<file path="config.mk">
export PLATFORM = sky130hd
export DESIGN_NAME = reset_sequencer
export DESIGN_NICKNAME = d
export VERILOG_FILES = /design/src/rtl/rstseq_pkg.sv /design/src/rtl/rstseq_sync.sv /design/src/rtl/rstseq_cause_pick.sv /design/src/rtl/reset_sequencer.sv
export SDC_FILE = /design/constraint.sdc
export NUM_CORES = 1
export LEC_CHECK = 0
export CAP_MARGIN = 40
export CELL_PAD_IN_SITES_DETAIL_PLACEMENT = 0
export CELL_PAD_IN_SITES_GLOBAL_PLACEMENT = 2
export CORE_MARGIN = 1.5
export CORE_UTILIZATION = 40
export CTS_BUF_LIST = sky130_fd_sc_hd__clkbuf_4 sky130_fd_sc_hd__clkbuf_8
export CTS_CLUSTER_DIAMETER = 100
export DETAILED_ROUTE_END_ITERATION = 8
export DONT_BUFFER_PORTS = 1
export MAX_ROUTING_LAYER = met4
export PLACE_DENSITY = 0.74
export SYNTH_ARGS = -nofsm -noshare
export SYNTH_HDL_FRONTEND = slang
export SYNTH_SLANG_ARGS = --single-unit
</file>
<file path="constraint.sdc">
create_clock -name clk -period 2.9 [get_ports clk]
set_input_delay 0 -clock clk [delete_from_list [all_inputs] [get_ports clk]]
set_output_delay 0 -clock clk [all_outputs]
set_load 0.02 [all_outputs]
</file>
<file path="src/rtl/rstseq_pkg.sv">
package rstseq_pkg;
    typedef enum logic [1:0] {
        PH_STAB  = 2'd0,
        PH_DRIVE = 2'd1,
        PH_TAIL  = 2'd2,
        PH_RUN   = 2'd3
    } phase_e;

    localparam int NUM_CAUSE = 6;
    localparam int NUM_REQ   = NUM_CAUSE - 1;

    // status bit positions; request index = status bit - 1, lower index wins
    localparam int CS_POR  = 0;
    localparam int CS_LVD  = 1;
    localparam int CS_WDT  = 2;
    localparam int CS_OP   = 3;
    localparam int CS_ADDR = 4;
    localparam int CS_PIN  = 5;
endpackage

</file>
<file path="src/rtl/rstseq_sync.sv">
module rstseq_sync #(
    parameter int              WIDTH   = 1,
    parameter int              STAGES  = 2,
    parameter logic [WIDTH-1:0] RST_VAL = '0
) (
    input  logic             clk,
    input  logic             arst,
    input  logic [WIDTH-1:0] d,
    output logic [WIDTH-1:0] q
);
    logic [WIDTH-1:0] stage_q [STAGES];

    always_ff @(posedge clk or posedge arst) begin
        if (arst) begin
            for (int s = 0; s < STAGES; s++) stage_q[s] <= RST_VAL;
        end else begin
            stage_q[0] <= d;
            for (int s = 1; s < STAGES; s++) stage_q[s] <= stage_q[s-1];
        end
    end

    assign q = stage_q[STAGES-1];
endmodule

</file>
<file path="src/rtl/rstseq_cause_pick.sv">
module rstseq_cause_pick #(
    parameter int N = 5
) (
    input  logic [N-1:0] req,
    output logic [N-1:0] pick,
    output logic         any
);
    logic [N:0] taken;

    assign taken[0] = 1'b0;
    for (genvar i = 0; i < N; i++) begin : g_prio
        assign pick[i]    = req[i] & ~taken[i];
        assign taken[i+1] = taken[i] | req[i];
    end
    assign any = taken[N];
endmodule

</file>
<file path="src/rtl/reset_sequencer.sv">
module reset_sequencer
    import rstseq_pkg::*;
#(
    parameter int STAB_CYCLES  = 4096,
    parameter int DRIVE_CYCLES = 32,
    parameter int TAIL_CYCLES  = 32,
    parameter int SYNC_STAGES  = 2
) (
    input  logic                 clk,
    input  logic                 por,
    input  logic                 lvd_req,
    input  logic                 wdt_req,
    input  logic                 bad_op_req,
    input  logic                 bad_addr_req,
    input  logic                 pin_sense_n,
    input  logic                 status_rd,
    output logic                 pin_pull_low,
    output logic                 int_rst,
    output logic                 clk_en,
    output logic                 cpu_run,
    output logic [NUM_CAUSE-1:0] status
);
    localparam int MAX_A   = (STAB_CYCLES > DRIVE_CYCLES) ? STAB_CYCLES : DRIVE_CYCLES;
    localparam int MAX_CYC = (MAX_A > TAIL_CYCLES) ? MAX_A : TAIL_CYCLES;
    localparam int CNT_W   = (MAX_CYC > 2) ? $clog2(MAX_CYC) : 1;

    localparam logic [CNT_W-1:0] STAB_LAST  = CNT_W'(STAB_CYCLES - 1);
    localparam logic [CNT_W-1:0] DRIVE_LAST = CNT_W'(DRIVE_CYCLES - 1);
    localparam logic [CNT_W-1:0] TAIL_LAST  = CNT_W'(TAIL_CYCLES - 1);

    typedef struct packed {
        phase_e                 phase;
        logic [CNT_W-1:0]       cnt;
        logic [NUM_CAUSE-1:0]   status;
        logic                   drive;
        logic                   rst;
        logic                   gate_en;
        logic                   run;
        logic [SYNC_STAGES-1:0] hist;
    } seq_t;

    seq_t seq_d, seq_q;

    // synchronized inputs, pin idles high
    logic [NUM_REQ-1:0] raw_in, sync_in;
    assign raw_in = {pin_sense_n, bad_addr_req, bad_op_req, wdt_req, lvd_req};

    rstseq_sync #(
        .WIDTH   (NUM_REQ),
        .STAGES  (SYNC_STAGES),
        .RST_VAL ({1'b1, {(NUM_REQ-1){1'b0}}})
    ) i_sync (
        .clk  (clk),
        .arst (por),
        .d    (raw_in),
        .q    (sync_in)
    );

    // pin is only believed when neither our drive nor its synchronizer echo is present
    logic               pin_low_seen;
    logic [NUM_REQ-1:0] req_vec, pick;
    logic               any_req;

    assign pin_low_seen = ~sync_in[CS_PIN-1] & ~seq_q.drive & ~(|seq_q.hist);
    assign req_vec      = {pin_low_seen, sync_in[NUM_REQ-2:0]};

    rstseq_cause_pick #(.N(NUM_REQ)) i_pick (
        .req  (req_vec),
        .pick (pick),
        .any  (any_req)
    );

    always_comb begin
        logic take;
        seq_d = seq_q;

        seq_d.hist[0] = seq_q.drive;
        for (int i = 1; i < SYNC_STAGES; i++) seq_d.hist[i] = seq_q.hist[i-1];

        if (status_rd) seq_d.status = '0;

        take = any_req && (seq_q.phase != PH_STAB);

        if (seq_q.phase == PH_STAB) begin
            if (seq_q.cnt == STAB_LAST) begin
                seq_d.phase = PH_DRIVE;
                seq_d.cnt   = '0;
            end else begin
                seq_d.cnt = seq_q.cnt + 1'b1;
            end
        end else if (take) begin
            seq_d.status = {pick, 1'b0};
            seq_d.phase  = pick[CS_PIN-1] ? PH_TAIL : PH_DRIVE;
            seq_d.cnt    = '0;
        end else begin
            unique case (seq_q.phase)
                PH_DRIVE: begin
                    if (seq_q.cnt == DRIVE_LAST) begin
                        seq_d.phase = PH_TAIL;
                        seq_d.cnt   = '0;
                    end else begin
                        seq_d.cnt = seq_q.cnt + 1'b1;
                    end
                end
                PH_TAIL: begin
                    if (seq_q.cnt == TAIL_LAST) begin
                        seq_d.phase = PH_RUN;
                        seq_d.cnt   = '0;
                    end else begin
                        seq_d.cnt = seq_q.cnt + 1'b1;
                    end
                end
                default: seq_d.cnt = '0;
            endcase
        end

        seq_d.rst     = (seq_d.phase != PH_RUN);
        seq_d.gate_en = (seq_d.phase != PH_STAB);
        seq_d.drive   = (seq_d.phase == PH_STAB) || (seq_d.phase == PH_DRIVE);
        seq_d.run     = (seq_d.phase == PH_RUN);
    end

    always_ff @(posedge clk or posedge por) begin
        if (por) begin
            seq_q         <= '0;
            seq_q.phase   <= PH_STAB;
            seq_q.status  <= NUM_CAUSE'(1) << CS_POR;
            seq_q.drive   <= 1'b1;
            seq_q.rst     <= 1'b1;
            seq_q.gate_en <= 1'b0;
            seq_q.run     <= 1'b0;
            seq_q.hist    <= '1;
        end else begin
            seq_q <= seq_d;
        end
    end

    assign pin_pull_low = seq_q.drive;
    assign int_rst      = seq_q.rst;
    assign clk_en       = seq_q.gate_en;
    assign cpu_run      = seq_q.run;
    assign status       = seq_q.status;
endmodule

</file>
* After elaboration in Yosys (flattened, before gate mapping)
Cells that the tools add are included.
Widths: inputs -> output; s select.
** Cells by class
- Add/sub/neg operators :: 1
- Eq/ne operators :: 7
- Muxes and demuxes :: 13
- Bitwise operators :: 17
- Reduce and logical (&&, ||, !) cells :: 8
** Operators by type and width (count)
- $mux 12 :: 3
- $mux 14 :: 2
- $mux 6 :: 3
- $add 12x1->12 const B :: 1
- $eq 12x12->1 const B :: 1
- $eq 12x5->1 const B :: 1
- $mux 2 :: 4
- $not 1->1 :: 7
- $and 1x1->1 :: 6
- $eq 2x1->1 const B :: 2
- $eq 2x2->1 const B :: 2
- $logic_not 2->1 :: 2
- $or 1x1->1 :: 4
- $pmux 2 s2 :: 1
- $reduce_bool 2->1 :: 2
- $reduce_or 2->1 :: 2
- $ne 2x2->1 const B :: 1
- $logic_and 1x1->1 :: 1
- $logic_or 1x1->1 :: 1
** Storage, ports and cells
- Bits in registers :: 36
- Bits of input ports :: 8
- Output and inout bits :: 10
- Logic and storage cells :: 56

* Longest topological paths before layout
Gate-level depths: netlist (run 1).
- Depth after elaboration :: 10
- Depth in mapped cells :: 7
- Mapped depth without buffers :: 6

* Hierarchy
A second synthesis (run 1) with hierarchy kept.
** Second synthesis, totals
- Cell total of the unflattened synthesis :: 152
- Area, all modules :: 1676.6 µm²
** By module, submodules not included
- reset_sequencer :: instances 1, cells an instance 129, area an instance 1327.5 µm², seq. area each 656.9 µm²
- rstseq_sync :: instances 1, cells an instance 16, area an instance 294.0 µm², seq. area each 252.7 µm²
- rstseq_cause_pick :: instances 1, cells an instance 7, area an instance 55.1 µm², seq. area each 0.0 µm²

* Worst setup path before layout (run 1)
OpenSTA, ideal clock, no wires.
- Kind :: flip-flop to flip-flop
- Start point :: register seq_q[17] in the netlist's numbering
- End point :: register seq_q[14] in the netlist's numbering
- Setup time :: 0.133 ns
- Arrival time :: 1.699 ns
- Slack :: 1.068 ns
- Stages on the path, launching flop included :: 5
- Path buffers :: 0
- Clock period less this slack :: 1.832 ns
- Cell sequence :: dfrtp_1 > or4_1 > or3_4 > a32oi_2 > nor2_1
** RTL lines
- start: declaration :: line reset_sequencer.sv:42 : seq_t seq_d, seq_q;
- start signal: assignment :: line reset_sequencer.sv:134 : seq_q <= seq_d;

==> metrics.md, run 1 <==
| Metric | Value |
|---|---|
| Status | complete, no violations |
| Port Buffer Count | 0 |
| Routed WL | 2.81 mm |
| Final Non-Filler Cells | 196 |
| Syn Inst Count | 139 |
| Comb power frac | 2.4% |
| Vias per cell | 5.07 |
| Initial Utilization | 42.6% |
| Clock Pin Slew Worst Setup and Hold Paths | 0.08 ns |
| Clock Power Share | 39.8% |
| Critical path required time | 3.08 ns |
| Worst vdd ir | 0.307 mV |
| Final setup skew | 0.00635 ns |
| Largest net degree at the start of global routing | 37 |
| Clk_lat worst skew | 0.29 ns |
| Post-synth ARST share | 100% |
| Slew HR | 58.5% |
| Slew @ Worst Pin | 0.619 ns |
| Reg2Reg Launch Point | seq_q[25] |
| Internal power | 689 uW |
| GRT Total Usage | 16.1% |
| Post-CTS Resized | 0 |
| DRC viols | 0 |
| # diodes | 0 |
| Switch share | 22.7% |
| Place WS | 0.699 ns |
| First-pass GRT wire length | 4.97 mm |
| Pwr/cell area | 505 nW/um^2 |
| Detailed placement HPWL | 1.96 mm |
| Antenna violations before repair | 0 |
| CORE AREA | 3720 um^2 |
| Final Hold Viols | 0 |
| Die height | 65.9 um |
| Setup TNS | 0 ns |
| Slew Viols, Final | 0 |
| Syn nets | 151 |
| DR iter-0 viols | 54 |
| WP buf/inv | 1 |
| Num CTS Buffers | 5 |
| Most used DFF post-synth | dfrtp_1 |
| Vias | 994 |
| Register bit total from synthesis | 36 |
| Synth area leaders | dfrtp_1, dfstp_2, nor2_1 |
| CP Launch Type | register |
| Hold Crit Class | primary input to async pin |
| Critical path endpoint category | register |
| Final ANT Viol Nets | 0 |
| CP max FO | 14 |
| GR Overflow Total | 0 |
| MaxCap Viol Count | 0 |
| Top-level I/O count | 18 |
| Final worst slack | 0.697 ns |
| Top-area cell type share of the netlist area | 45.9% |
| Cell total after placement | 181 |
| CP arrival | 2.38 ns |
| Sw power | 202 uW |
| CP cell instances | inv_1 > ha_1 > or4_1 > o22ai_1 > nor3b_1 > a31o_2 |
| RSZ-0062 raised after global routing | no |
| Total number of yosys warnings | 0 |
| Leakage | 0.735 nW |
| Crit path kind | register to register |
| Max Fclk | 0.454 GHz |
| Die Area | 4340 um^2 |
| Rows | 22 |
| Die X | 65.9 um |
| R2r setup slk | 0.70 ns |
| Layout cells sized above 1 | 14.9% |
| Vias in the first global route | 1023 |
| Worst R2R End | status[2] |
| CTS root buf | clkbuf_8 |
| Routed len/inst | 14.4 um |
| CTS sink cnt | 36 |
| Routability congestion estimate | 0.739 |
| Post-synthesis cell type count | 36 |
| Post-synth EDFFs | 0 |
| Cell taking the most area after synthesis | dfrtp_1 |
| Final Setup Violations | 0 |
| Crit path time final | 2.20 ns |
| First-pass iteration count of the detailed router | 4 |
| Sequential area share after synthesis | 57.5% |
| Syn_area_per_cell | 11.4 um^2 |
| Largest stage delay, worst path | 0.52 ns |
| Area Growth Syn to Fin | 11.5% |
| Number of buffers added for setup after CTS | 0 |
| Crit-path slowest cell | or4_1 |
| Tcrit/Tclk final | 76.0% |
| H-Tree Depth | 2 |
| Reg power frac | 57.8% |
| Reg2reg path depth | 6 |
| Final Util | 47.4% |
| Max Root-Sink Buffers | 2 |
| Syn Std Cell Area | 1580 um^2 |
| Cell family with most CP delay | simple AND/OR/NAND/NOR gates |
| Nets | 159 |
| CTS tree | built |
[cells in the final DEF (no fill, tap or decap), types with 4 or more instances in the layout]
cell type	instances
xnor2_1	5
nor3b_1	4
nor2_1	18
ha_1	4
clkbuf_8	5
dfstp_2	7
nand2_1	5
xor2_1	5
dfrtp_1	29
nor4_1	4
dlygate4sd3_1	7
nand3_1	7
nor2b_1	4
inv_1	5
[tightest hold or removal path: stages]
cell and delay (ns):
dlygate4sd3_1 0.53, inv_1 0.05, buf_4 0.38
[how the worst max path moves through the flow]
stage,start,end,cells past startpoint
after global placement,seq_q[24],status[2],6
after CTS,seq_q[25],clk_en,6
after global routing,seq_q[25],clk_en,6
after detailed placement,seq_q[25],clk_en,6
after floorplan,seq_q[17],seq_q[14],4
final,seq_q[25],status[2],6
[cell usage after synthesis, drive strengths merged (2+ instances only)]
master and n:
xor2 5, and3 3, nand4 3, nor2 18, inv 5, dfrtp 29
nor2b 4, or4 3, nor4 4, o22a 2, dfstp 7, or3 3
ha 4, nor3b 4, xnor2 5, nand2 5, buf 7, nand3 7
nor3 3, o21ai 2, a31o 3
[cell type report]
class / instances / area (um^2)
Inverter: 5 / 18.8
Clock inverter: 3 / 23.8
Clock buffer: 5 / 68.8
Sequential cell: 36 / 910
Timing Repair Buffer: 8 / 77.6
Fill cell: 353 / 1950
Tap cell: 48 / 60.1
Multi-Input combinational cell: 91 / 604
[cells by family (layout without fill, tap and decap cells)]
logic type,Yosys count,after routing,synth area share (%)
AOI/OAI and AO/OA,17,17,8.55
xor gates and xnor gates,10,10,5.54
adders and majority gates,4,4,3.16
buffers and inverters,12,21,4.27
DFF,36,36,57.5
muxes,1,1,0.949
and+or+nand+nor,59,59,20.0
[state kept, by name, indices dropped and copies added, names as in the netlist]
signal / flops
i_sync.q: 5
cpu_run: 1
pin_pull_low: 1
seq_d: 1
i_sync.stage_q: 5
seq_q: 15
clk_en: 1
status: 6
int_rst: 1
[through the flow]
| stage | power, mW | hold slack, ns | cell area (um^2) |
|---|---|---|---|
| after floorplan | 0.532 | 0.00448 | 1580 |
| after global placement | 0.537 | 0.00457 | 1600 |
| after global routing | 0.934 | 0.251 | 1760 |
| final | 0.891 | 0.249 | 1760 |
| after detailed placement | 0.538 | 0.00461 | 1600 |
| after CTS | 0.905 | 0.249 | 1760 |
[layer usage]
metal	up-vias	routed length [um]	global-route usage (%)
li1	502	-	-
met1	473	1400	20.2
met2	15	1260	23.7
met3	4	109	5.45
met4	0	40	7.03
met5	-	0	-
[power by group through the flow]
stage	Sequential, mW	Combinational, mW	Clock, mW
2_1_floorplan	0.523	0.00955	0
3_3_place_gp	0.524	0.0136	0
3_5_place_dp	0.524	0.0141	0
4_1_cts	0.514	0.0225	0.368
5_1_grt	0.516	0.0246	0.393
6_report	0.515	0.0214	0.355
[what timing repair did]
action | in CTS | in global routing
hold buffers | 7 | 0
endpoints found under the hold margin | 40 | 0
endpoints found under the setup margin | 0 | 0
No activity file was read; power rests on OpenSTA's default activity.
==> run 2: changes to the inputs <==
Settings changed: CORE_UTILIZATION 40 to 39, PLACE_DENSITY 0.74 to 0.75.
Clock period 2.9 ns to 1.92 ns, I/O delays scaled along.
==> metrics.md, run 2 (synthesized netlist as in run 1, its figures left out) <==
| Metric | Value |
|---|---|
| Vias | 1130 (was 994) |
| Initial Utilization | 41.9% (was 42.6%) |
| Die height | 66.7 um (was 65.9 um) |
| Area Growth Syn to Fin | 22.5% (was 11.5%) |
| Pwr/cell area | 703 nW/um^2 (was 505 nW/um^2) |
| MaxCap Viol Count | 0 (unchanged) |
| Crit path kind | register to register (unchanged) |
| Leakage | 0.833 nW (was 0.735 nW) |
| Routed len/inst | 14.1 um (was 14.4 um) |
| Slew Viols, Final | 0 (unchanged) |
| Cell total after placement | 200 (was 181) |
| Commonest non-fill, non-tap cell in the layout | dfrtp_1 (unchanged) |
| Met1 wire length | 1.38 mm (was 1.40 mm) |
| Largest net degree at the start of global routing | 37 (unchanged) |
| Detailed placement HPWL | 2.12 mm (was 1.96 mm) |
| Top flop regs | seq_q (15), status (6) (unchanged) |
| Final Setup Violations | 0 (unchanged) |
| Port Buffer Count | 0 (unchanged) |
| Clk_lat worst skew | 0.29 ns (about the same) |
| Num CTS Buffers | 5 (unchanged) |
| Cell area after layout | 1940 um^2 (was 1760 um^2) |
| Total power | 1.36 mW (was 891 uW) |
| Max FFs per register | 15 (unchanged) |
| RSZ-0062 raised after global routing | yes (was no) |
| Critical path required time | 2.14 ns (was 3.08 ns) |
| Slew @ Worst Pin | 0.542 ns (was 0.619 ns) |
| GRT Total Usage | 17.1% (was 16.1%) |
| GR Overflow Total | 0 (unchanged) |
| CP arrival | 2.09 ns (was 2.38 ns) |
| Routed WL | 3.03 mm (was 2.81 mm) |
| Most frequent cells in the layout | dfrtp_1, buf_4, nor2_1 (was dfrtp_1, nor2_1, nand3_1, dlygate4sd3_1, dfstp_2) |
| Final setup skew | 0.00693 ns (was 0.00635 ns) |
| Die X | 66.7 um (was 65.9 um) |
| Antenna violations before repair | 0 (unchanged) |
| Routability congestion estimate | 0.738 (was 0.739) |
| Tcrit/Tclk final | 97.1% (was 76.0%) |
| Max Root-Sink Buffers | 2 (unchanged) |
| Final worst slack | 0.0566 ns (was 0.697 ns) |
| Worst vdd ir | 0.564 mV (was 0.307 mV) |
| Wire length on met2 | 1.48 mm (was 1.26 mm) |
| Hold WS | 0.252 ns (was 0.249 ns) |
| CP max FO | 4 (was 14) |
| Layout cells sized above 1 | 26.9% (was 14.9%) |
| Clock Pin Slew Worst Setup and Hold Paths | 0.08 ns (about the same) |
| Number of buffers added for setup after CTS | 0 (unchanged) |
| Final Hold Viols | 0 (unchanged) |
| Critical path endpoint category | register (unchanged) |
| # diodes | 0 (unchanged) |
| H-Tree Depth | 2 (unchanged) |
| DRC viols | 0 (unchanged) |
| Nets | 178 (was 159) |
| Rows | 22 (unchanged) |
| Place WS | -0.000565 ns (was 0.699 ns) |
| Final Util | 51.4% (was 47.4%) |
| CTS root buf | clkbuf_8 (unchanged) |
| Hold Crit Class | primary input to register (was primary input to async pin) |
| Top sig layer | met4 (unchanged) |
| Final ANT Viol Nets | 0 (unchanged) |
| Top-level I/O count | 18 (unchanged) |
| Setup TNS | 0 ns (unchanged) |
| Final Non-Filler Cells | 215 (was 196) |
| CTS tree | built (unchanged) |
| Placed cell areas | 1740 um^2 (was 1600 um^2) |
| Vias in the first global route | 1161 (was 1023) |
| CTS sink cnt | 36 (unchanged) |
| Slew HR | 63.5% (was 58.5%) |
| Largest Register | seq_q (unchanged) |
| DR iter-0 viols | 70 (was 54) |
| Vias per cell | 5.26 (was 5.07) |
| Die Area | 4450 um^2 (was 4340 um^2) |
| CORE AREA | 3770 um^2 (was 3720 um^2) |
| Max Fclk | 0.537 GHz (was 0.454 GHz) |
| Status | complete, no violations (unchanged) |
| First-pass GRT wire length | 5.32 mm (was 4.97 mm) |
| WL met3 | 96 um (was 109 um) |
| Crit path time final | 1.86 ns (was 2.20 ns) |
| First-pass iteration count of the detailed router | 4 (unchanged) |
| CP Launch Type | register (unchanged) |
-- run 2: changes by cell type in the layout (fill, tap and decap cells not counted), sizes merged --
cell | previous run | this run
buf | 1 | 20
-- run 2: cell type report --
cell class                      instances  area (um^2)
Fill cell                             332         1830
Sequential cell                        36          910
Multi-Input combinational cell         91          636
Timing Repair Buffer                   27          220
Clock buffer                            5         68.8
Tap cell                               48         60.1
Clock inverter                          3         23.8
Inverter                                5         18.8
-- run 2: critical path, stage by stage, from the launching register on --
cell     delay (ns)
dfrtp_1        0.38
or4_1          0.54
or3_4          0.38
mux2_4         0.33
a21o_1         0.17
-- run 2: where the power goes --
| group | internal, mW | total [mW] | leakage [nW] | switching (mW) |
|---|---|---|---|---|
| clock network | 0.257 | 0.548 | 0.0404 | 0.292 |
| logic | 0.0156 | 0.0373 | 0.347 | 0.0217 |
| registers | 0.771 | 0.776 | 0.446 | 0.00500 |
| total | 1.04 | 1.36 | 0.833 | 0.318 |
-- run 2: worst paths after layout --
check / start / depth (start not counted) / endpoint / slack, ns
max: seq_q[17] / 4 / int_rst / 0.06
max reg2reg: seq_q[17] / 4 / int_rst / 0.06
max in group asynchronous: por / 3 / int_rst / 1.29
min in group asynchronous: por / 3 / i_sync.q[2] / 0.28
min reg2reg: i_sync.stage_q[8] / 0 / i_sync.q[3] / 0.35
min: pin_sense_n / 1 / i_sync.stage_q[9] / 0.25
-- run 2: what timing repair did --
item                                    in CTS  in global routing
gates resized for setup                      1                  6
hold buffers                                 7                  0
endpoints found under the setup margin       1                 13
hold endpoints to repair                    40                  0
-- run 2: layer usage --
| layer | vias to the layer above | track usage, % |
|---|---|---|
| li1 | 542 | - |
| met2 | 21 | 26.8 |
| met3 | 7 | 4.05 |
| met5 | - | - |
| met4 | 0 | 9.18 |
| met1 | 560 | 20.5 |
==> run 3: changes to the inputs <==
Settings changed: CORE_UTILIZATION 39 to 40, PLACE_DENSITY 0.75 to 0.74.
Clock period 1.92 ns to 2.32 ns, I/O delays scaled along.
==> metrics.md, run 3 (synthesized netlist as in run 1, its figures left out) <==
| Metric | Value |
|---|---|
| Status | complete, no violations (unchanged) |
| DR iter-0 viols | 68 (was 70) |
| Most frequent cells in the layout | dfrtp_1, nor2_1, nand3_1, dlygate4sd3_1, dfstp_2 (was dfrtp_1, buf_4, nor2_1) |
| Nets | 160 (was 178) |
| Clock Power Share | 39.9% (was 40.3%) |
| CP arrival | 2.16 ns (was 2.09 ns) |
| Largest net degree at the start of global routing | 21 (was 37) |
| DRC viols | 0 (unchanged) |
| M1 GR Usage | 20.0% (was 20.5%) |
| Sw power | 254 uW (was 318 uW) |
| Largest Register | seq_q (unchanged) |
| Area Growth Syn to Fin | 11.9% (was 22.5%) |
| Comb power frac | 2.4% (was 2.7%) |
| Met2 Track Usage GR | 19.9% (was 26.8%) |
| Met3 Resource Use GR | 7.33% (was 4.05%) |
| Vias per cell | 5.14 (was 5.26) |
| Routed len/inst | 14.0 um (was 14.1 um) |
| Die Area | 4340 um^2 (was 4450 um^2) |
| Slew @ Worst Pin | 0.757 ns (was 0.542 ns) |
| Hold Crit Class | primary input to register (unchanged) |
| Number of buffers added for setup after CTS | 0 (unchanged) |
| Max FFs per register | 15 (unchanged) |
| Hold buffers post-CTS | 7 (unchanged) |
| Area taken by multi-input logic gates | 604 um^2 (was 636 um^2) |
| Fill cell count | 355 (was 332) |
| Die X | 65.9 um (was 66.7 um) |
| Vias in the first global route | 949 (was 1161) |
| MaxCap Viol Count | 0 (unchanged) |
| H-Tree Depth | 2 (unchanged) |
| CTS sink cnt | 36 (unchanged) |
| Layout cells sized above 1 | 15.4% (was 26.9%) |
| Max Fclk | 0.501 GHz (was 0.537 GHz) |
| Tcrit/Tclk final | 86.1% (was 97.1%) |
| Gr busiest metal | met1 (was met2) |
| Critical path required time | 2.49 ns (was 2.14 ns) |
| Max Root-Sink Buffers | 2 (unchanged) |
| Routed WL | 2.76 mm (was 3.03 mm) |
| Top flop regs | seq_q (15), status (6) (unchanged) |
| Clk_lat worst skew | 0.29 ns (about the same) |
| Rows | 22 (unchanged) |
| First-pass iteration count of the detailed router | 4 (unchanged) |
| Top-level I/O count | 18 (unchanged) |
| Worst vdd ir | 0.393 mV (was 0.564 mV) |
| Initial Utilization | 42.6% (was 41.9%) |
| Clock Pin Slew Worst Setup and Hold Paths | 0.07 ns (was 0.08 ns) |
| Final Setup Violations | 0 (unchanged) |
| Port Buffer Count | 0 (unchanged) |
| Place WS | 0.315 ns (was -0.000565 ns) |
| Switch share | 22.8% (was 23.4%) |
| Crit path kind | register to register (unchanged) |
| Final setup skew | 0.00591 ns (was 0.00693 ns) |
| RSZ-0062 raised after global routing | no (was yes) |
| Num CTS Buffers | 5 (unchanged) |
| Critical path endpoint category | register (unchanged) |
| Final ANT Viol Nets | 0 (unchanged) |
| Antenna violations before repair | 0 (unchanged) |
| Setup TNS | 0 ns (unchanged) |
| Detailed placement HPWL | 1.97 mm (was 2.12 mm) |
| CORE AREA | 3720 um^2 (was 3770 um^2) |
| CTS tree | built (unchanged) |
| Leakage | 0.739 nW (was 0.833 nW) |
| Crit path time final | 2.00 ns (was 1.86 ns) |
| Register area | 910 um^2 (unchanged) |
| Vias | 1013 (was 1130) |
| Slew HR | 49.4% (was 63.5%) |
| First-pass GRT wire length | 4.68 mm (was 5.32 mm) |
| Slew Viols, Final | 0 (unchanged) |
| Reg power frac | 57.7% (was 57.0%) |
| Pwr/cell area | 630 nW/um^2 (was 703 nW/um^2) |
| Final Hold Viols | 0 (unchanged) |
| CTS root buf | clkbuf_8 (unchanged) |
| GRT Total Usage | 15.5% (was 17.1%) |
| CP max FO | 8 (was 4) |
| Post-CTS Resized | 0 (was 1) |
| Final Util | 47.6% (was 51.4%) |
| GR Overflow Total | 0 (unchanged) |
| Total power | 1.11 mW (was 1.36 mW) |
| Routability congestion estimate | 0.803 (was 0.738) |
| CP Launch Type | register (unchanged) |
| Die height | 65.9 um (was 66.7 um) |
| Final worst slack | 0.323 ns (was 0.0566 ns) |
| Commonest non-fill, non-tap cell in the layout | dfrtp_1 (unchanged) |
| Internal power | 861 uW (was 1.04 mW) |
| # diodes | 0 (unchanged) |
==> run 3: cell types whose count changed in the layout (fill, tap and decap cells not counted), sizes merged <==
cell,before,now
buf,20,2
==> run 3: worst max-delay path, stage by stage (launching register included) <==
cell and delay (ns):
dfrtp_1 0.43, or4_1 0.57, or3_4 0.37, a32oi_2 0.40, nor2_1 0.10
==> run 3: power by group through the flow <==
stage	Clock, mW	Combinational, mW	Sequential (mW)
final	0.445	0.0269	0.643
after global routing	0.504	0.0309	0.644
after CTS	0.466	0.0282	0.643
after detailed placement	0	0.0177	0.655
after global placement	0	0.0171	0.655
after floorplan	0	0.0119	0.653
==> run 3: path summary, 6_finish.rpt <==
kind | start | to | slack, ns | cells after the start
setup / recovery | seq_q[17] | seq_q[17] | 0.32 | 4
min in group asynchronous | por | seq_q[12] | 0.29 | 2
hold / removal | lvd_req | i_sync.stage_q[5] | 0.26 | 1
max in group asynchronous | por | i_sync.stage_q[9] | 1.26 | 3
hold reg to reg | i_sync.stage_q[5] | i_sync.q[0] | 0.36 | 0
setup reg to reg | seq_q[17] | seq_q[17] | 0.32 | 4
==> run 3: area by class of cell <==
class | instances | area share [%]
inverters | 5 | 1.06
well taps | 48 | 3.39
multi-input cells | 91 | 34.1
repair buffers | 9 | 4.81
clock inverters | 3 | 1.34
clock buffers | 5 | 3.89
flip-flops and latches | 36 | 51.4
==> run 3: layer usage <==
metal / up-vias / wire length [um] / part of all wire, %
met5: - / 0 / 0
met4: 0 / 63 / 2.3
met3: 7 / 147 / 5.3
met2: 16 / 1170 / 42
met1: 482 / 1380 / 50
li1: 508 / - / -
==> run 3: metrics by stage <==
| stage | area [um^2] | hold WS [ns] | instances |
|---|---|---|---|
| 4_1_cts | 1770 | 0.242 | 197 |
| 6_report | 1770 | 0.257 | 197 |
| 3_3_place_gp | 1610 | 0.00457 | 182 |
| 3_5_place_dp | 1610 | 0.00458 | 182 |
| 5_1_grt | 1770 | 0.236 | 197 |
| 2_1_floorplan | 1580 | 0.00448 | 139 |
